<file path="config.mk">
export PLATFORM = sky130hd
export DESIGN_NAME = prefetch_pipe
export DESIGN_NICKNAME = d
export VERILOG_FILES = /design/src/rtl/prefetch_pkg.sv /design/src/rtl/prefetch_ctrl.sv /design/src/rtl/prefetch_dpath.sv /design/src/rtl/prefetch_pipe.sv
export SDC_FILE = /design/constraint.sdc
export NUM_CORES = 1
export LEC_CHECK = 0
export ABC_AREA = 1
export BUFFER_PORTS_ARGS = -buffer_cell sky130_fd_sc_hd__buf_2
export CAP_MARGIN = 15
export CELL_PAD_IN_SITES_DETAIL_PLACEMENT = 1
export CELL_PAD_IN_SITES_GLOBAL_PLACEMENT = 2
export CORE_ASPECT_RATIO = 2
export CORE_MARGIN = 2
export CORE_UTILIZATION = 30
export DETAILED_ROUTE_END_ITERATION = 6
export PLACE_DENSITY = 0.94
export SYNTH_ARGS = -nofsm -noshare
export SYNTH_HDL_FRONTEND = slang
export SYNTH_SLANG_ARGS = --single-unit
</file>
<file path="constraint.sdc">
create_clock -name clk -period 3.3 [get_ports clk]
set_clock_uncertainty 0.2 [all_clocks]
set_input_delay 0.495 -clock clk [delete_from_list [all_inputs] [get_ports clk]]
set_output_delay 0.495 -clock clk [all_outputs]
set_load 0.02 [all_outputs]
</file>
<file path="src/rtl/prefetch_pkg.sv">
package prefetch_pkg;

  // Strobes from the control FSM to the register datapath
  typedef struct packed {
    logic loadPc;     // counter <- flush target
    logic incPc;      // counter <- counter + 1
    logic aFromBus;   // stage A <- returned word
    logic bFromA;     // stage B <- stage A
    logic bFromBus;   // stage B <- returned word
    logic diFromBus;  // immediate register <- returned word
    logic diFromA;    // immediate register <- stage A
  } pipeCtl_t;

endpackage

</file>
<file path="src/rtl/prefetch_ctrl.sv">
module prefetch_ctrl
  import prefetch_pkg::*;
(
  input  logic     clk,
  input  logic     rstN,
  input  logic     flushValid,
  input  logic     fetchAck,
  input  logic     needImm,
  input  logic     instrDone,
  output pipeCtl_t ctl,
  output logic     fetchReq,
  output logic     decodeReady
);

  logic validA, validB, opDone;
  logic validANext, validBNext, opDoneNext;
  logic accept, retire, consume;

  assign fetchReq    = !(validA && validB);
  assign decodeReady = validB;

  assign accept  = fetchReq && fetchAck && !flushValid;
  assign retire  = instrDone && validB && (!needImm || opDone) && !flushValid;
  assign consume = validB && validA && needImm && !opDone && !flushValid;

  always_comb begin
    ctl        = '0;
    validANext = validA;
    validBNext = validB;
    opDoneNext = opDone;
    if (flushValid) begin
      ctl.loadPc = 1'b1;
      validANext = 1'b0;
      validBNext = 1'b0;
      opDoneNext = 1'b0;
    end else if (retire) begin
      opDoneNext = 1'b0;
      if (validA) begin
        ctl.bFromA = 1'b1;
        validANext = 1'b0;
        validBNext = 1'b1;
      end else if (accept) begin
        ctl.bFromBus  = 1'b1;
        ctl.diFromBus = 1'b1;
        ctl.incPc     = 1'b1;
        validBNext    = 1'b1;
      end else begin
        validBNext = 1'b0;
      end
    end else if (accept) begin
      ctl.incPc    = 1'b1;
      ctl.aFromBus = 1'b1;
      validANext   = 1'b1;
      if (validA) begin
        ctl.bFromA    = 1'b1;
        ctl.diFromBus = 1'b1;
        validBNext    = 1'b1;
      end
    end else if (consume) begin
      ctl.diFromA = 1'b1;
      validANext  = 1'b0;
      opDoneNext  = 1'b1;
    end
  end

  always_ff @(posedge clk) begin
    if (!rstN) begin
      validA <= 1'b0;
      validB <= 1'b0;
      opDone <= 1'b0;
    end else begin
      validA <= validANext;
      validB <= validBNext;
      opDone <= opDoneNext;
    end
  end

  // a flush leaves stage B empty in the following cycle
  p_flush_empty_r7: assert property (@(posedge clk) disable iff (!rstN)
    flushValid |=> !decodeReady);

  // completion while the operand is unresolved does not retire
  p_done_ignored_r6: assert property (@(posedge clk) disable iff (!rstN)
    (validB && needImm && !opDone && instrDone && !flushValid) |=> decodeReady);

  // stage B has at most one source per cycle
  p_b_source_r4: assert property (@(posedge clk) disable iff (!rstN)
    $onehot0({ctl.bFromA, ctl.bFromBus}));

  // a full pipeline stays full until a retire or flush
  p_full_hold_r9: assert property (@(posedge clk) disable iff (!rstN)
    (!fetchReq && !instrDone && !flushValid && !(needImm && !opDone)) |=> !fetchReq);

endmodule

</file>
<file path="src/rtl/prefetch_dpath.sv">
module prefetch_dpath
  import prefetch_pkg::*;
#(
  parameter int ADDR_W = 16,
  parameter int DATA_W = 16,
  parameter logic [ADDR_W-1:0] RESET_ADDR = '0
) (
  input  logic              clk,
  input  logic              rstN,
  input  pipeCtl_t          ctl,
  input  logic [ADDR_W-1:0] flushAddr,
  input  logic [DATA_W-1:0] fetchData,
  output logic [ADDR_W-1:0] pc,
  output logic [DATA_W-1:0] regB,
  output logic [DATA_W-1:0] regDi
);

  localparam logic [ADDR_W-1:0] PC_STEP = ADDR_W'(1);

  logic [DATA_W-1:0] regA;

  always_ff @(posedge clk) begin
    if (!rstN) begin
      pc <= RESET_ADDR;
    end else if (ctl.loadPc) begin
      pc <= flushAddr;
    end else if (ctl.incPc) begin
      pc <= pc + PC_STEP;
    end
  end

  always_ff @(posedge clk) begin
    if (!rstN) begin
      regA  <= '0;
      regB  <= '0;
      regDi <= '0;
    end else begin
      if (ctl.aFromBus)       regA <= fetchData;
      if (ctl.bFromA)         regB <= regA;
      else if (ctl.bFromBus)  regB <= fetchData;
      if (ctl.diFromBus)      regDi <= fetchData;
      else if (ctl.diFromA)   regDi <= regA;
    end
  end

  // an increment strobe advances the counter by one, wrapping
  p_pc_step_r10: assert property (@(posedge clk) disable iff (!rstN)
    (ctl.incPc && !ctl.loadPc) |=> (pc == $past(pc) + PC_STEP));

endmodule

</file>
<file path="src/rtl/prefetch_pipe.sv">
module prefetch_pipe
  import prefetch_pkg::*;
#(
  parameter int ADDR_W = 16,
  parameter int DATA_W = 16,
  parameter logic [ADDR_W-1:0] RESET_ADDR = '0
) (
  input  logic              clk,
  input  logic              rstN,
  input  logic              flushValid,
  input  logic [ADDR_W-1:0] flushAddr,
  output logic              fetchReq,
  output logic [ADDR_W-1:0] fetchAddr,
  input  logic              fetchAck,
  input  logic [DATA_W-1:0] fetchData,
  input  logic              needImm,
  input  logic              instrDone,
  output logic              decodeReady,
  output logic [DATA_W-1:0] decodeInstr,
  output logic [DATA_W-1:0] immData
);

  pipeCtl_t ctl;

  prefetch_ctrl u_ctrl (
    .clk         (clk),
    .rstN        (rstN),
    .flushValid  (flushValid),
    .fetchAck    (fetchAck),
    .needImm     (needImm),
    .instrDone   (instrDone),
    .ctl         (ctl),
    .fetchReq    (fetchReq),
    .decodeReady (decodeReady)
  );

  prefetch_dpath #(
    .ADDR_W     (ADDR_W),
    .DATA_W     (DATA_W),
    .RESET_ADDR (RESET_ADDR)
  ) u_dpath (
    .clk       (clk),
    .rstN      (rstN),
    .ctl       (ctl),
    .flushAddr (flushAddr),
    .fetchData (fetchData),
    .pc        (fetchAddr),
    .regB      (decodeInstr),
    .regDi     (immData)
  );

  // an unacknowledged request keeps its address
  p_addr_hold_r2: assert property (@(posedge clk) disable iff (!rstN)
    (fetchReq && !fetchAck && !flushValid) |=> $stable(fetchAddr));

  // an accepted word advances the address by one
  p_addr_step_r2: assert property (@(posedge clk) disable iff (!rstN)
    (fetchReq && fetchAck && !flushValid) |=> (fetchAddr == $past(fetchAddr) + ADDR_W'(1)));

  // a flush redirects the address regardless of any acknowledge
  p_flush_addr_r7: assert property (@(posedge clk) disable iff (!rstN)
    flushValid |=> (fetchAddr == $past(flushAddr)));

  // a word accepted behind a valid stage B, without retirement, leaves the operand alone
  p_imm_keep_r5: assert property (@(posedge clk) disable iff (!rstN)
    (fetchReq && fetchAck && decodeReady && !instrDone && !flushValid) |=> $stable(immData));

endmodule

</file>
; After elaboration in Yosys (flattened, before gate mapping)
; Index checks and enable logic that the tools add are counted.
[word_totals]
register_bits = 67
out_inout_bits = 50
elab_cells = 63
[classes]
n_addsub = 1
muxes = 29
bitwise = 2
n_reduce_logical = 24
[op_table]
columns = op, count
row1 = 16-bit two-way mux, 6
row2 = 1-bit two-way mux, 19
row3 = "16-bit by 1-bit adder with 16-bit output, second input constant", 1
row4 = 2-bit nonzero test, 6
row5 = 1-bit logical AND, 9
row6 = 6-bit two-way mux, 1
row7 = 1-bit logical NOT, 4
row8 = 2-bit two-way mux, 2
row9 = 2-bit AND reduction, 2
row10 = 3-bit two-way mux, 1
row11 = 3-bit OR reduction, 1
row12 = 1-bit inverter, 2
row13 = 2-bit OR reduction, 1
row14 = 1-bit logical OR, 1

; Longest topological paths before layout
; Gate-level depths: netlist of the first run.
[depth]
ltp_word = 10
ltp_mapped = 11

; By module
; Synthesis of the first run repeated with hierarchy kept, for this count alone.
[hier_totals]
hier_cells = 407
area_unflattened_um2 = 3248.1
[by_module_without_submodules]
columns = mod, instances, cells_each, area_per_inst_um2, seq_area_each_um2
row1 = prefetch_dpath, 1, 372, 2996.6, 1281.2
row2 = prefetch_ctrl, 1, 35, 251.5, 60.1

; Worst setup path after synthesis of the first run
; Ideal clock, no wire load.
[synth_timing]
kind = in2reg
start = input flushValid
end = register u_dpath.regDi[6]
setup_time_ps = 116
arrival_ps = 1549
required_time_ps = 2984
path_slack_ps = 1435
path_stages = 11
cell_sequence = buf_4 > clkinv_4 > nand3_4 > inv_2 > nand2_2 > nand2_1 > nand2_2 > inv_2 > buf_6 > o21ai_0 > nor2_1
[synth_between]
elab_chain_cells = 7
[synth_rtl]
columns = item, line_no
row1 = "start, declared", prefetch_pipe.sv:10  ; input logic flushValid,
row2 = 1-bit logical NOT, "prefetch_ctrl.sv:22, prefetch_ctrl.sv:23, prefetch_ctrl.sv:24"
row3 = 1-bit logical AND (on tied branches), "prefetch_ctrl.sv:22, prefetch_ctrl.sv:24"
row4 = 2-bit two-way mux or 1-bit two-way mux (tied branches), "prefetch_ctrl.sv:42, prefetch_ctrl.sv:59"
row5 = 2-bit two-way mux or 1-bit two-way mux (tied branches), "prefetch_ctrl.sv:38, prefetch_ctrl.sv:50"
row6 = 1-bit two-way mux, prefetch_ctrl.sv:36  ; end else if (retire) begin
row7 = 6-bit two-way mux *, prefetch_ctrl.sv:31  ; if (flushValid) begin
row8 = 16-bit two-way mux or 2-bit nonzero test (tied branches), n/a
row9 = "end signal, assigned", prefetch_dpath.sv:41  ; if (ctl.diFromBus) regDi <= fetchData;
row10 = "end signal, assigned", prefetch_dpath.sv:42  ; else if (ctl.diFromA) regDi <= regA;
row11 = "end, declared", prefetch_dpath.sv:15  ; output logic [DATA_W-1:0] regDi
; Mark *: on every way between the ends. The rest lies on a longest branch, timed or not.
; A chain may end at the register's enable or synchronous reset.

; Worst setup path in the final report of the first run
[layout_timing]
start = register u_ctrl.validB (netlist: u_ctrl.decodeReady)
end = register u_dpath.regDi[5]
[layout_between]
elab_chain_cells = 9
[layout_rtl]
columns = item, line_no
row1 = "start, declared", prefetch_ctrl.sv:15  ; logic validA, validB, opDone;
row2 = "start signal, assigned", prefetch_ctrl.sv:73  ; validB <= validBNext;
row3 = 1-bit logical AND, "prefetch_ctrl.sv:19, prefetch_ctrl.sv:24"
row4 = 1-bit logical NOT or 1-bit logical AND (tied branches), "prefetch_ctrl.sv:19, prefetch_ctrl.sv:24"
row5 = 1-bit logical AND (on tied branches) (2 in a row), "prefetch_ctrl.sv:22, prefetch_ctrl.sv:24"
row6 = 2-bit two-way mux or 1-bit two-way mux (tied branches), "prefetch_ctrl.sv:42, prefetch_ctrl.sv:59"
row7 = 2-bit two-way mux or 1-bit two-way mux (tied branches), "prefetch_ctrl.sv:38, prefetch_ctrl.sv:50"
row8 = 1-bit two-way mux, prefetch_ctrl.sv:36
row9 = 6-bit two-way mux *, prefetch_ctrl.sv:31
row10 = 16-bit two-way mux or 2-bit nonzero test (tied branches), n/a
; Marks and branches as above.

==> summary.md, run 1 <==
| Metric | Value |
|---|---|
| Status | finished, final reports clean |
| Xor and xnor area share after synthesis | 0% |
| EDFF count, synth | 0 |
| # diodes | 0 |
| Final ANT Viol Nets | 0 |
| Pre-CTS WS | between 0.9 and 1 ns |
| HP Class | in2reg |
| Routability Congestion | around 0.87 |
| Clk slew on worst S/H paths | 0.05 ns |
| Minimum clock period | 2.10 ns |
| First-pass GRT wire length | about 17000 µm |
| Core Region | between 10000 and 15000 µm² |
| Final net count | about 600 |
| Adder-Cell Fraction of Synth Area | less than 1% |
| Arr. time, crit path | between 2 and 2.5 ns |
| Final Setup Violations | 0 |
| Critical path's largest stage delay | 0.44 ns |
| Clk_lat worst skew | between 0.3 and 0.4 ns |
| CP Buf/Inv Count | 2 |
| Drt wl/cell | 15.0 µm |
| Critical Path, Cell by Cell | nand2_2 > nand3_4 > inv_2 > nand2_2 > nand2_1 > nand2_2 > inv_2 > o21ai_0 > nor2_1 |
| Main area contributors after synthesis | dfxtp_1 (41%), nand2_1 (12%), o21ai_0 (10%), nor2_1 (7.9%), a21oi_1 (7.5%) |
| Max cap viols | 0 |
| Critical path's slowest cell | dfxtp_1 |
| RSZ-0062 raised after global routing | no |
| CTS buffer count | 9 |
| DRT Pass-1 Iters | 5 |
| Num rows | 53 |
| FMAX | 477 MHz |
| Static Leak | between 1.5 and 2 nW |
| Net Sw Power | between 0.5 and 0.6 mW |
| Crit path launch type | flop |
| Setup bufs post-CTS | 0 |
| Mux share of post-synthesis cell area | 0% |
| Worst-margin pin slew | approximately 0.60 ns |
| Routed wire length | about 11000 µm |
| Largest net degree at the start of global routing | 42 |
| Synth warn | 0 |
| Syn_nets | about 520 |
| Family with the most delay on the worst path | simple AND/OR/NAND/NOR gates |
| Post-synth top flop | dfxtp_1 |
| Hold Fails Final Rpt | 0 |
| Hold_buf cts | 0 |
| CTS tree | built |
| Ys async rst share | 0% |
| Top cell type's share of synthesized area | about two fifths |
| Setup TNS | 0 ns |
| Area added between synthesis and finish | 26.0% |
| Crit Path Class | reg2reg |
| Port buffer count | slightly below 90 |
| Clock share of power | 49.2% |
| Required time of the critical path | approximately 3.3 ns |
| Remaining DRCs | 0 |
| Pwr/cell area | 515 nW/µm² |
| VDD IR-drop max | between 0.0003 and 0.0004 V |
| Post-CTS Resized | 0 |
| Int Power | roughly 1.6 mW |
| Num Clock Sinks | 67 |
| Gate power share | a little under a tenth |
| Clock Path Buffers | 2 |
| CTS H-tree depth | 3 |
| Post-synthesis compound-gate area fraction | between 20 and 25% |
| Post-synthesis sequential area ratio | between 40% and 50% |
| Final WS setup | 1.20 ns |
| Switching Share | roughly a quarter |
| Total global routing track utilization | 18.6% |
| Distinct cells, synth | 31 |
| Number of synthesized register bits | 67 |
| Io pins | around 90 |
| Synth area leader | dfxtp_1 |
| CP most frequent cell | nand2_2 |
| Final global-route overflow total | 0 |
| Starting Density | between 30% and 40% |
| Most frequent cells after synthesis | nand2_1 (104), nor2_1 (69), dfxtp_1 (67), o21ai_0 (67), inv_1 (50) |
| CP Max Fanout | 17 |
| Antenna violations before repair | 0 |
| Synthesized netlist cell count | between 400 and 500 |
| Period utilization | a little under two thirds |
| Share of cells above drive strength 1 | between 20 and 25% |
| Die area | around 12000 µm² |
| Main combinational cell family by area after synthesis | simple AND/OR/NAND/NOR gates |
| Slew HR | 60.1% |
| DRT iter0 DRCs | 66 |
| Vias per cell | ~4.9 |
| Vias in the first global route | approximately 3600 |
| Vert. Die Dim | roughly 150 µm |
| Fillers | between 1000 and 1500 |
| Register share of total power | around two fifths |
| Count leader, synth | nand2_1 |
| CP endpoint kind | flop |
| Max-slew violation count | 0 |
| Synth Cell Area | around 3300 µm² |
| Clock root cell | clkbuf_16 |
| Synthesized area per cell | ~6.7 µm² |
| Die width | around 78 µm |
| DP HPWL | between 8000 and 9000 µm |
| Via Count | 3461 |
| Area share of and/or/nand/nor cells after synthesis | between 20% and 30% |
tightest hold or removal path: stages:
cell    delay [ns]
buf_2         0.10
nor2_1        0.05
nor2_1        0.08
power by group through the flow:
stage                     sequential [mW]  combinational, mW  clock [mW]
after global placement              0.887              0.199           0
after CTS                           0.872              0.206        1.07
final                               0.871              0.202        1.04
after floorplan                     0.904              0.102           0
after global routing                0.876              0.229        1.10
after detailed placement            0.889              0.205           0
cells in the final DEF, fill, tap and decap left out:
cell type / count
a211oi_1: 4
a21oi_1: 49
a21oi_2: 1
a31oi_1: 3
buf_2: 87
buf_4: 4
bufinv_16: 2
clkbuf_16: 9
clkbuf_8: 1
clkinv_2: 1
clkinv_4: 2
clkinvlp_4: 2
dfxtp_1: 67
ha_1: 1
inv_1: 50
inv_2: 3
nand2_1: 104
nand2_2: 3
nand3_1: 13
nand3_2: 1
nand3_4: 1
nand4_1: 4
nor2_1: 69
nor2_4: 2
nor2b_1: 2
nor3_1: 1
nor3_4: 1
o21ai_0: 67
o21ai_1: 5
o21ai_2: 6
o21bai_1: 1
o22ai_1: 1
or2_2: 1
layer usage:
layer | part of all wire, % | up-vias | global-route usage [%] | wire length [µm]
met5 | 0 | - | 0 | 0
met4 | 3.0 | 0 | 9.02 | 316
met3 | 3.1 | 22 | 2.92 | 330
met2 | 58 | 83 | 37.2 | 6130
met1 | 36 | 1637 | 17.8 | 3800
li1 | - | 1719 | - | -
area by class of cell:
cell class              count  area [µm²]  area share, %
clock buffers              10         239           5.82
clock inverters             6        88.8           2.16
inverters                  54         208           5.06
multi-input cells         340        1590           38.8
flip-flops and latches     67        1340           32.7
well taps                 137         171           4.18
repair buffers             91         465           11.3
per-stage QoR:
| step | instances | util (%) | hold WS [ns] | total power [mW] | instance area (µm²) |
|---|---|---|---|---|---|
| after detailed placement | 689 | 35.8 | 0.255 | 1.09 | 3780 |
| after CTS | 705 | 38.9 | 0.227 | 2.15 | 4100 |
| after global placement | 689 | 35.8 | 0.251 | 1.09 | 3780 |
| final | 705 | 38.9 | 0.233 | 2.11 | 4100 |
| after floorplan | 483 | - | 0.237 | 1.01 | 3260 |
| after global routing | 705 | 38.9 | 0.239 | 2.21 | 4100 |
path summary, 6_finish.rpt:
| path | start | to | slack, ns | depth (start not counted) |
|---|---|---|---|---|
| hold reg to reg | u_dpath.regB[5] | u_dpath.regB[5] | 0.26 | 2 |
| setup reg to reg | u_ctrl.decodeReady | u_dpath.regDi[5] | 1.20 | 9 |
| hold / removal | fetchData[4] | u_dpath.regDi[4] | 0.23 | 3 |
| setup / recovery | u_ctrl.decodeReady | u_dpath.regDi[5] | 1.20 | 9 |
cell families after synthesis:
family,count (synthesis)
simple gates,202
compound gates,137
buf+inv,76
fa+ha+maj,1
flops,67
state kept, by name, indices dropped and copies added, names as in the netlist:
signal,cells
u_dpath.regDi,16
u_dpath.regA,16
u_ctrl.decodeReady,1
u_ctrl.opDone,1
u_dpath.pc,16
u_dpath.regB,16
u_ctrl.validA,1
No activity file was read; power rests on OpenSTA's default activity.
==> inputs of run 2 (changes only) <==
--- a/config.mk
+++ b/config.mk
@@ -5,16 +5,16 @@
 export SDC_FILE = /design/constraint.sdc
 export NUM_CORES = 1
 export LEC_CHECK = 0
-export ABC_AREA = 1
+export ABC_AREA = 0
 export BUFFER_PORTS_ARGS = -buffer_cell sky130_fd_sc_hd__buf_2
 export CAP_MARGIN = 15
 export CELL_PAD_IN_SITES_DETAIL_PLACEMENT = 1
 export CELL_PAD_IN_SITES_GLOBAL_PLACEMENT = 2
 export CORE_ASPECT_RATIO = 2
 export CORE_MARGIN = 2
-export CORE_UTILIZATION = 30
+export CORE_UTILIZATION = 31
 export DETAILED_ROUTE_END_ITERATION = 6
-export PLACE_DENSITY = 0.94
+export PLACE_DENSITY = 0.89
 export SYNTH_ARGS = -nofsm -noshare
 export SYNTH_HDL_FRONTEND = slang
 export SYNTH_SLANG_ARGS = --single-unit
==> constraint.sdc (replaced) <==
create_clock -name clk -period 2.1 [get_ports clk]
set_clock_uncertainty 0.2 [all_clocks]
set_input_delay 0.315 -clock clk [delete_from_list [all_inputs] [get_ports clk]]
set_output_delay 0.315 -clock clk [all_outputs]
set_load 0.02 [all_outputs]
==> summary.md, run 2 <==
| Metric | Value |
|---|---|
| EDFF count, synth | 0 |
| Most frequent cells in the layout | buf_2 (87), dfxtp_1 (66), mux2i_1 (33) |
| Max-slew violation count | 0 |
| Hold_buf cts | 0 |
| Final ANT Viol Nets | 0 |
| Final instance area | approximately 4200 µm² |
| Most common cell after layout, fill and taps aside | buf_2 |
| Area of the multi-input gates | 1650 µm² |
| Area added between synthesis and finish | 32.0% |
| Required time of the critical path | between 2 and 2.5 ns |
| Crit path launch type | flop |
| Number of synthesized register bits | between 60 and 70 |
| Routability Congestion | 0.842 |
| Period utilization | between 90% and 100% |
| Largest net degree at the start of global routing | 37 |
| Critical Path, Cell by Cell | a21bo_1 > or4_4 > o31a_1 > o311a_1 |
| CP Buf/Inv Count | 0 |
| Critical path's largest stage delay | between 0.5 and 0.6 ns |
| CP Depth | 4 |
| Most frequent cells after synthesis | dfxtp_1 (67), mux2i_1 (33), o21ai_0 (32), a21oi_1 (26), clkbuf_1 (21) |
| Clock root cell | clkbuf_16 |
| Final Setup Violations | 0 |
| Num rows | 52 |
| Setup bufs post-CTS | 0 |
| Synth Cell Area | about 3200 µm² |
| Ys async rst share | 0% |
| # diodes | 0 |
| Clk slew on worst S/H paths | roughly 0.050 ns |
| CP Max Fanout | 5 |
| CTS buffer count | 9 |
| DRT iter0 DRCs | 67 |
| Crit Path Class | reg2reg |
| Die area | 11100 µm² |
| Via Count | 3002 |
| Synthesized area per cell | between 9 and 10 µm² |
| Hold Fails Final Rpt | 0 |
| Vert. Die Dim | around 150 µm |
| Critical path's slowest cell | or4_4 |
| Post-synth top flop | dfxtp_1 |
| Final core utilization | between 40% and 50% |
| Vias in the first global route | approximately 3200 |
| DP HPWL | 7020 µm |
| Fillers | about 1200 |
| Vias per cell | a little over 5 |
| Reg2Reg Depth | 4 |
| CP endpoint kind | flop |
| Remaining DRCs | 0 |
| RSZ-0062 raised after global routing | no |
| Final net count | 481 |
| Clk_lat worst skew | approximately 0.33 ns |
| CTS H-tree depth | 3 |
| Drt wl/cell | roughly 16 µm |
| HP Class | in2reg |
| Hold WS | approximately 0.058 ns |
| First-pass GRT wire length | 15200 µm |
| Core Region | approximately 10000 µm² |
| Count leader, synth | dfxtp_1 |
| Antenna violations before repair | 0 |
| Die width | ~76 µm |
| Register area | about 1300 µm² |
| Num Clock Sinks | between 60 and 70 |
| Status | finished, final reports clean |
| DRT Pass-1 Iters | 4 |
| Minimum clock period | roughly 2.0 ns |
| Distinct cells, synth | 42 |
| Synth area leader | dfxtp_1 |
| Routed wire length | between 9000 and 10000 µm |
| Arr. time, crit path | between 2 and 2.5 ns |
| Family with the most delay on the worst path | compound AO/OA/AOI/OAI gates |
| Starting Density | around a third |
| Port buffer count | 87 |
| Post-synthesis sequential area ratio | between 40% and 50% |
| Setup TNS | 0 ns |
| Placement Cell Area | ~3900 µm² |
| Synthesized netlist cell count | 346 |
| Synth warn | 0 |
| Max cap viols | 0 |
| Worst-margin pin slew | between 0.4 and 0.5 ns |
| Final global-route overflow total | 0 |
| Main area contributors after synthesis | dfxtp_1 (42%), mux2i_1 (10%), a32o_1 (5.0%), o21ai_0 (5.0%), a21oi_1 (4.1%) |
| Syn_nets | approximately 390 |
| Share of cells above drive strength 1 | a little under a third |
| Slew HR | 70.7% |
| Static Leak | between 1.5 and 2 nW |
| FMAX | 497 MHz |
| Post-CTS Resized | 0 |
| Pwr/cell area | 728 nW/µm² |
| CTS tree | built |
| Worst hold path depth | 3 |
| R2R Setup Slk | just under 0.09 ns |
| Clock Path Buffers | 2 |
| VDD IR-drop max | 0.000471 V |
| Io pins | 88 |
| Total global routing track utilization | 18.1% |
| Top cell type's share of synthesized area | a little over two fifths |
-- run 2: cell types whose count changed after synthesis, sizes merged, moves of 18 or more --
cell	change
mux2i	+33
nor2	-68
nor2b	+18
a21oi	-24
inv	-33
o21ai	-45
nand2	-99
-- run 2: logic make-up (layout without fill, tap and decap cells) --
logic type      count (synthesis)  in the layout  synth area share [%]
mux                            33             33                  10.4
simple gates                   65             65                  12.0
buf+inv                        48            149                  6.15
fa+ha+maj                       1              1                 0.394
xor+xnor                       10             10                  2.76
compound gates                122            122                  26.0
flops                          67             67                  42.3
-- run 2: metrics by stage --
step	total power, mW	setup WS, ns	cells
2_1_floorplan	1.55	0.0249	346
3_3_place_gp	1.69	0.0325	566
3_5_place_dp	1.71	0.0222	566
4_1_cts	3.11	0.0788	582
5_1_grt	3.19	0.0235	582
6_report	3.05	0.0890	582
-- run 2: worst register-to-register path, stage by stage (launching register included) --
cell     delay (ns)
dfxtp_1        0.36
a21bo_1        0.24
or4_4          0.56
o31a_1         0.25
o311a_1        0.28
-- run 2: metal layers --
metal | global-route usage (%) | vias up | wire length (µm)
met5 | 0 | - | 0
met4 | 11.1 | 0 | 385
met3 | 3.22 | 24 | 367
met2 | 32.6 | 80 | 5170
met1 | 17.9 | 1443 | 3650
li1 | - | 1455 | -
-- run 2: where the power goes --
group / total, mW / switching, mW / internal, mW
Combinational: 0.324 / 0.183 / 0.140
Sequential: 1.35 / 0.0366 / 1.32
Clock: 1.38 / 0.546 / 0.829
-- run 2: layout make-up --
type                    count  share of cell area, %
multi-input cells         231                   39.4
repair buffers            113                   16.2
flip-flops and latches     67                   32.0
inverters                  20                   1.79
well taps                 135                   4.03
clock inverters             4                  0.627
clock buffers              12                   5.88
-- run 2: worst paths after layout --
kind,startpoint,to
hold / removal,flushAddr[10],u_dpath.pc[10]
hold reg to reg,u_ctrl.opDone,u_ctrl.opDone
setup reg to reg,u_ctrl.validA,u_dpath.pc[15]
setup / recovery,u_ctrl.validA,u_dpath.pc[15]
